<file path="config.mk">
export PLATFORM = sky130hd
export DESIGN_NAME = rr_flow_sched
export DESIGN_NICKNAME = d
export VERILOG_FILES = /design/src/rtl/rrs_pkg.sv /design/src/rtl/rrs_ctx_table.sv /design/src/rtl/rrs_ring.sv /design/src/rtl/rr_flow_sched.sv
export SDC_FILE = /design/constraint.sdc
export NUM_CORES = 1
export LEC_CHECK = 0
export BUFFER_PORTS_ARGS = -buffer_cell sky130_fd_sc_hd__buf_4
export CAP_MARGIN = 30
export CORE_MARGIN = 1.5
export CORE_UTILIZATION = 64
export CTS_BUF_LIST = sky130_fd_sc_hd__clkbuf_4 sky130_fd_sc_hd__clkbuf_8 sky130_fd_sc_hd__clkbuf_16
export CTS_CLUSTER_DIAMETER = 40
export DETAILED_ROUTE_END_ITERATION = 8
export GPL_TIMING_DRIVEN = 0
export PLACE_DENSITY = 0.83
export SYNTH_ARGS = -nofsm -noshare
export SYNTH_HDL_FRONTEND = slang
export SYNTH_HIERARCHICAL = 1
export SYNTH_SLANG_ARGS = --single-unit
</file>
<file path="constraint.sdc">
create_clock -name clk -period 7.7 [get_ports clk]
set_input_delay 1.155 -clock clk [delete_from_list [all_inputs] [get_ports clk]]
set_output_delay 1.155 -clock clk [all_outputs]
set_load 0.01 [all_outputs]
</file>
<file path="src/rtl/rrs_pkg.sv">
package rrs_pkg;
   // Ring update requested by the context table for one cycle.
   typedef struct packed {
      logic pop;       // head leaves the ring
      logic push_wb;   // head identifier goes back to the tail
      logic push_new;  // newly active flow joins the tail (after push_wb)
   } ring_op_t;
endpackage

</file>
<file path="src/rtl/rrs_ctx_table.sv">
module rrs_ctx_table
   import rrs_pkg::*;
#(
   parameter int IDX_W = 4,
   parameter int CNT_W = 4
) (
   input  logic             clk,
   input  logic             rst_n,
   input  logic             deq_req,
   input  logic [IDX_W-1:0] deq_idx,
   input  logic             enq_req,
   input  logic [IDX_W-1:0] enq_idx,
   output ring_op_t         op
);
   localparam int NF = 2 ** IDX_W;
   localparam logic [CNT_W-1:0] CNT_MAX = {CNT_W{1'b1}};

   logic [CNT_W-1:0] cnt [NF];
   logic [CNT_W-1:0] deq_left;
   logic [CNT_W-1:0] enq_mid;
   logic             enq_ok;

   // Dequeue path first, enqueue path sees its result.
   always_comb begin
      deq_left = cnt[deq_idx] - CNT_W'(1);
      enq_mid  = (deq_req && (deq_idx == enq_idx)) ? deq_left : cnt[enq_idx];
      enq_ok   = enq_req && (enq_mid != CNT_MAX);
      op.pop      = deq_req;
      op.push_wb  = deq_req && (deq_left != '0);
      op.push_new = enq_ok && (enq_mid == '0);
   end

   for (genvar g = 0; g < NF; g++) begin : g_flow
      logic dec, inc;
      assign dec = deq_req && (deq_idx == IDX_W'(g));
      assign inc = enq_ok && (enq_idx == IDX_W'(g));
      always_ff @(posedge clk) begin
         if (!rst_n) cnt[g] <= '0;
         else        cnt[g] <= cnt[g] - CNT_W'(dec) + CNT_W'(inc);
      end
   end
endmodule

</file>
<file path="src/rtl/rrs_ring.sv">
module rrs_ring
   import rrs_pkg::*;
#(
   parameter int ID_W  = 17,
   parameter int PTR_W = 4
) (
   input  logic            clk,
   input  logic            rst_n,
   input  ring_op_t        op,
   input  logic [ID_W-1:0] new_id,
   output logic [ID_W-1:0] head_id,
   output logic [PTR_W:0]  occupancy
);
   localparam int DEPTH = 2 ** PTR_W;

   logic [ID_W-1:0]  mem [DEPTH];
   logic [PTR_W-1:0] rd_ptr, wr_ptr;

   assign head_id = mem[rd_ptr];

   always_ff @(posedge clk) begin
      if (op.push_wb)  mem[wr_ptr] <= head_id;
      if (op.push_new) mem[wr_ptr + PTR_W'(op.push_wb)] <= new_id;
   end

   always_ff @(posedge clk) begin
      if (!rst_n) begin
         rd_ptr    <= '0;
         wr_ptr    <= '0;
         occupancy <= '0;
      end else begin
         rd_ptr    <= rd_ptr + PTR_W'(op.pop);
         wr_ptr    <= wr_ptr + PTR_W'(op.push_wb) + PTR_W'(op.push_new);
         occupancy <= occupancy + (PTR_W+1)'(op.push_wb)
                      + (PTR_W+1)'(op.push_new) - (PTR_W+1)'(op.pop);
      end
   end
endmodule

</file>
<file path="src/rtl/rr_flow_sched.sv">
module rr_flow_sched
   import rrs_pkg::*;
#(
   parameter int ID_W  = 17,
   parameter int IDX_W = 4,
   parameter int CNT_W = 4
) (
   input  logic            clk,
   input  logic            rst_n,
   input  logic            rd,
   input  logic            wr,
   input  logic [ID_W-1:0] data_in,
   output logic [ID_W-1:0] data_out,
   output logic            empty
);
   if (IDX_W < 1 || IDX_W > 10) begin : g_bad_idx
      $error("rr_flow_sched: IDX_W out of range");
   end
   if (ID_W < IDX_W) begin : g_bad_id
      $error("rr_flow_sched: ID_W narrower than IDX_W");
   end
   if (CNT_W < 1) begin : g_bad_cnt
      $error("rr_flow_sched: CNT_W must be positive");
   end

   ring_op_t       op;
   logic [IDX_W:0] occ;
   logic           deq_req;

   assign empty   = (occ == '0);
   assign deq_req = rd && !empty;

   rrs_ctx_table #(.IDX_W(IDX_W), .CNT_W(CNT_W)) u_ctx (
      .clk     (clk),
      .rst_n   (rst_n),
      .deq_req (deq_req),
      .deq_idx (data_out[IDX_W-1:0]),
      .enq_req (wr),
      .enq_idx (data_in[IDX_W-1:0]),
      .op      (op)
   );

   rrs_ring #(.ID_W(ID_W), .PTR_W(IDX_W)) u_ring (
      .clk       (clk),
      .rst_n     (rst_n),
      .op        (op),
      .new_id    (data_in),
      .head_id   (data_out),
      .occupancy (occ)
   );
endmodule

</file>
==> flow_summary.json <==
{
  "cts_tree": "built",
  "setup_viol": 0,
  "hp-class": "reg2reg",
  "cp_num_buf_inv": 8,
  "syn-instance-count": 1423,
  "worst_slew_pin_slew_ns": 0.929,
  "crit_slowest_cell": "clkbuf_1",
  "rsz0062_at_grt": "false",
  "synth_area_um2": 20200,
  "cp-end-kind": "flop",
  "p_leak_nw": 8.00,
  "grt_pass1_vias": 13261,
  "path_class": "reg2reg",
  "hold_viol": 0,
  "yosysTopAreaCellShare_pct": 40.4,
  "p_int_mw": 6.30,
  "h-tree-depth": 2,
  "yosys_warnings": 6,
  "power_frac_seq_pct": 30.5,
  "syn_area_per_cell_um2": 14.2,
  "synth.largest_area_cell": "edfxtp_1",
  "max_clock_freq_mhz": 132,
  "totalWireLength_mm": 51.5,
  "die_h_um": 181,
  "fp.dieW_um": 181,
  "final_util_pct": 74.0,
  "clk_pin_slew_worst_paths_ns": 0.06,
  "cts_buffers": 46,
  "min_period_ns": 7.57,
  "synthTopCellsByArea": "edfxtp_1 (40%), mux2_2 (15%), mux4_2 (11%), dfxtp_1 (7.6%), ha_1 (4.7%)",
  "drtAntennaViolNets": 0,
  "hpwl_mm": 36.1,
  "critical-path-top-delay-family": "buffers and inverters",
  "start_util_pct": 65.5,
  "overflow": 0,
  "clkSinkCount": 349,
  "status": "completed",
  "synth_nets": 1538,
  "required_ns": 7.95,
  "first_pass_iters": 5,
  "synth.ff_latch_count": 349,
  "crit_path_start_kind": "flop",
  "arrival_ns": 7.82,
  "track_usage_pct": 32.2,
  "placed_cell_area_um2": 21300,
  "clock_latency_ns": 0.55,
  "p_per_area_nw_per_um2": 420,
  "vias_per_cell": 6.55,
  "io_pins": 39,
  "portBuffers": 37,
  "fillers": 1859,
  "cpPeakStageDelay_ns": 0.71,
  "grt_max_degree": 17,
  "ir_drop_mv": 0.280,
  "synth_edf_count": 272,
  "power_frac_comb_pct": 47.6,
  "final_area_um2": 22800,
  "ys_seq_area_share_pct": 48.1,
  "pwr-share-clk_pct": 21.9,
  "syn_to_final_growth_pct": 13.0,
  "path_cells": "buf_2, clkbuf_1, mux4_2, a22oi_2, nand2_2, buf_6, buf_2, buf_4, mux4_2, a22oi_1, o211ai_2, inv_1, ha_1, nor3b_1, a21oi_1, ha_1, ha_1, nor3_1, nand2_1, buf_2, o21ai_2, buf_8",
  "num_rows": 64,
  "antenna_found_initial": 0,
  "vias": 12822,
  "switching_share_pct": 34.3,
  "power.switching_mw": 3.29,
  "finalCritPeriodShare_pct": 98.3,
  "nNetsFinal": 1640,
  "drc": 0,
  "slew_headroom_pct": 38.1,
  "die-area_um2": 32600,
  "ys.flop_type": "edfxtp_1",
  "drv_slew": 0,
  "clockRootBuffer": "clkbuf_16",
  "grt_pass1_wl_mm": 78.5,
  "fin_skew_ns": 0.0277,
  "yosysUniqueCellTypes": 58,
  "cap_violations": 0,
  "drive_gt1_share_pct": 41.3,
  "drt_iter0_drc": 1430,
  "globalplace.congestion": 1.00,
  "synth-async-reset-ratio_pct": 0,
  "coreArea_um2": 30800,
  "cts_buffer_depth": 3,
  "routedWlPerCell_um": 26.3,
  "path_max_fanout": 13,
  "cts_hold_buf": 0
}
[through the flow]
stage | TNS, ns | hold slack, ns | setup WS, ns | instances | total power [mW]
5_1_grt | 0 | 0.629 | 0.00335 | 1958 | 10.0
6_report | 0 | 0.599 | 0.133 | 1959 | 9.58
2_1_floorplan | 0 | 0.552 | 1.90 | 1423 | 6.26
3_5_place_dp | 0 | 0.586 | 0.469 | 1872 | 7.40
4_1_cts | 0 | 0.602 | 0.430 | 1957 | 9.54
3_3_place_gp | -21.40 | 0.563 | -0.300 | 1856 | 7.15
[final cells by class]
class / count / area (um^2) / area share [%]
multi-input cells: 867 / 9530 / 41.8
clock buffers: 55 / 1240 / 5.44
clock inverters: 30 / 278 / 1.22
inverters: 99 / 372 / 1.63
diodes: 1 / 2.50 / 0.0110
well taps: 396 / 495 / 2.17
flip-flops and latches: 349 / 9710 / 42.5
plain buffers: 108 / 674 / 2.95
repair buffers: 54 / 523 / 2.29
[tightest hold or removal path: cells and delay by family (launching register included)]
kind / cells / cell delay (ns)
flip-flops: 1 / 0.35
adder cells (fa/ha/maj): 1 / 0.12
AND/OR/NAND/NOR: 1 / 0.11
[layer usage]
layer / GRT usage, % / vias up / part of all wire [%]
li1: - / 5552 / -
met1: 40.5 / 6402 / 36
met2: 54.6 / 700 / 50
met3: 6.10 / 168 / 9.2
met4: 13.9 / 0 / 4.5
met5: 0 / - / 0
[power groups by stage]
stage / Sequential (mW) / Combinational [mW] / Clock, mW
2_1_floorplan: 2.90 / 3.36 / 0
3_3_place_gp: 2.95 / 4.20 / 0
3_5_place_dp: 2.96 / 4.44 / 0
4_1_cts: 2.92 / 4.51 / 2.12
5_1_grt: 2.95 / 4.88 / 2.20
6_report: 2.93 / 4.56 / 2.10
[synth_stat cells, drive strengths merged, types with 3 or more instances]
library cell and instances:
edfxtp 272, mux2 272, mux4 100, inv 99, dfxtp 77, ha 76
buf 71, and2 70, xnor2 47, a22oi 38, clkbuf 37, nand2 35
nor2 31, a21oi 20, a21o 18, fa 18, xor2 17, nor2b 15
nand2b 13, nor4 13, nand3 11, o22ai 11, nand3b 8, nor3 8
o21ai 7, nand4b 5, nor4b 4, a221oi 3, a22o 3, mux2i 3
[layout by cell type, fill, tap and decap left out, types with 9 or more instances in the layout]
cell	synthesis	routed
nor4_1	13	13
mux2_2	267	267
buf_4	12	49
buf_2	30	30
nand3_1	11	11
nor2_1	22	22
buf_8	1	17
nand2b_1	13	13
a22oi_1	18	18
mux4_2	100	100
nor2b_1	15	15
ha_1	76	76
nand2_1	18	18
buf_6	21	21
fa_1	18	18
a21oi_1	20	20
clkbuf_16	0	47
xnor2_1	47	47
o22ai_2	0	9
nor2_2	9	9
a22oi_2	20	20
edfxtp_1	272	272
dfxtp_1	77	77
and2_1	70	70
inv_1	98	98
xor2_1	16	16
nand2_2	17	17
clkbuf_1	37	36
a21o_1	18	18
[cell families after synthesis]
logic type      after synthesis  synth area share, %
fa+ha+maj                    94                 6.49
simple gates                225                 6.62
xor+xnor                     64                 2.81
compound gates              109                 4.38
buf+inv                     207                 5.17
flops                       349                 48.1
mux                         375                 26.5
[sequential cells by signal (all words and copies together) (netlist names)]
| name | count |
|---|---|
| u_ring/mem | 272 |
| u_ctx/cnt | 64 |
| u_ring/occupancy | 5 |
| u_ring/rd_ptr | 4 |
| u_ring/wr_ptr | 4 |
[repair_timing]
| item | 4_1_cts | 5_1_grt |
|---|---|---|
| gates resized for setup | 0 | 2 |
| endpoints found under the setup margin | 0 | 9 |
| setup buffers | 0 | 0 |
[worst paths after layout]
path | start | end | slack (ns) | cells after the start
worst max-delay path | u_ring/rd_ptr[1] | u_ring/mem[8][12] | 0.13 | 22
worst min-delay path | u_ring/rd_ptr[0] | u_ring/rd_ptr[0] | 0.60 | 2
worst max register to register | u_ring/rd_ptr[1] | u_ring/mem[8][12] | 0.13 | 22
worst min register to register | u_ring/rd_ptr[0] | u_ring/rd_ptr[0] | 0.60 | 2
Power figures use the tool's default switching activity.
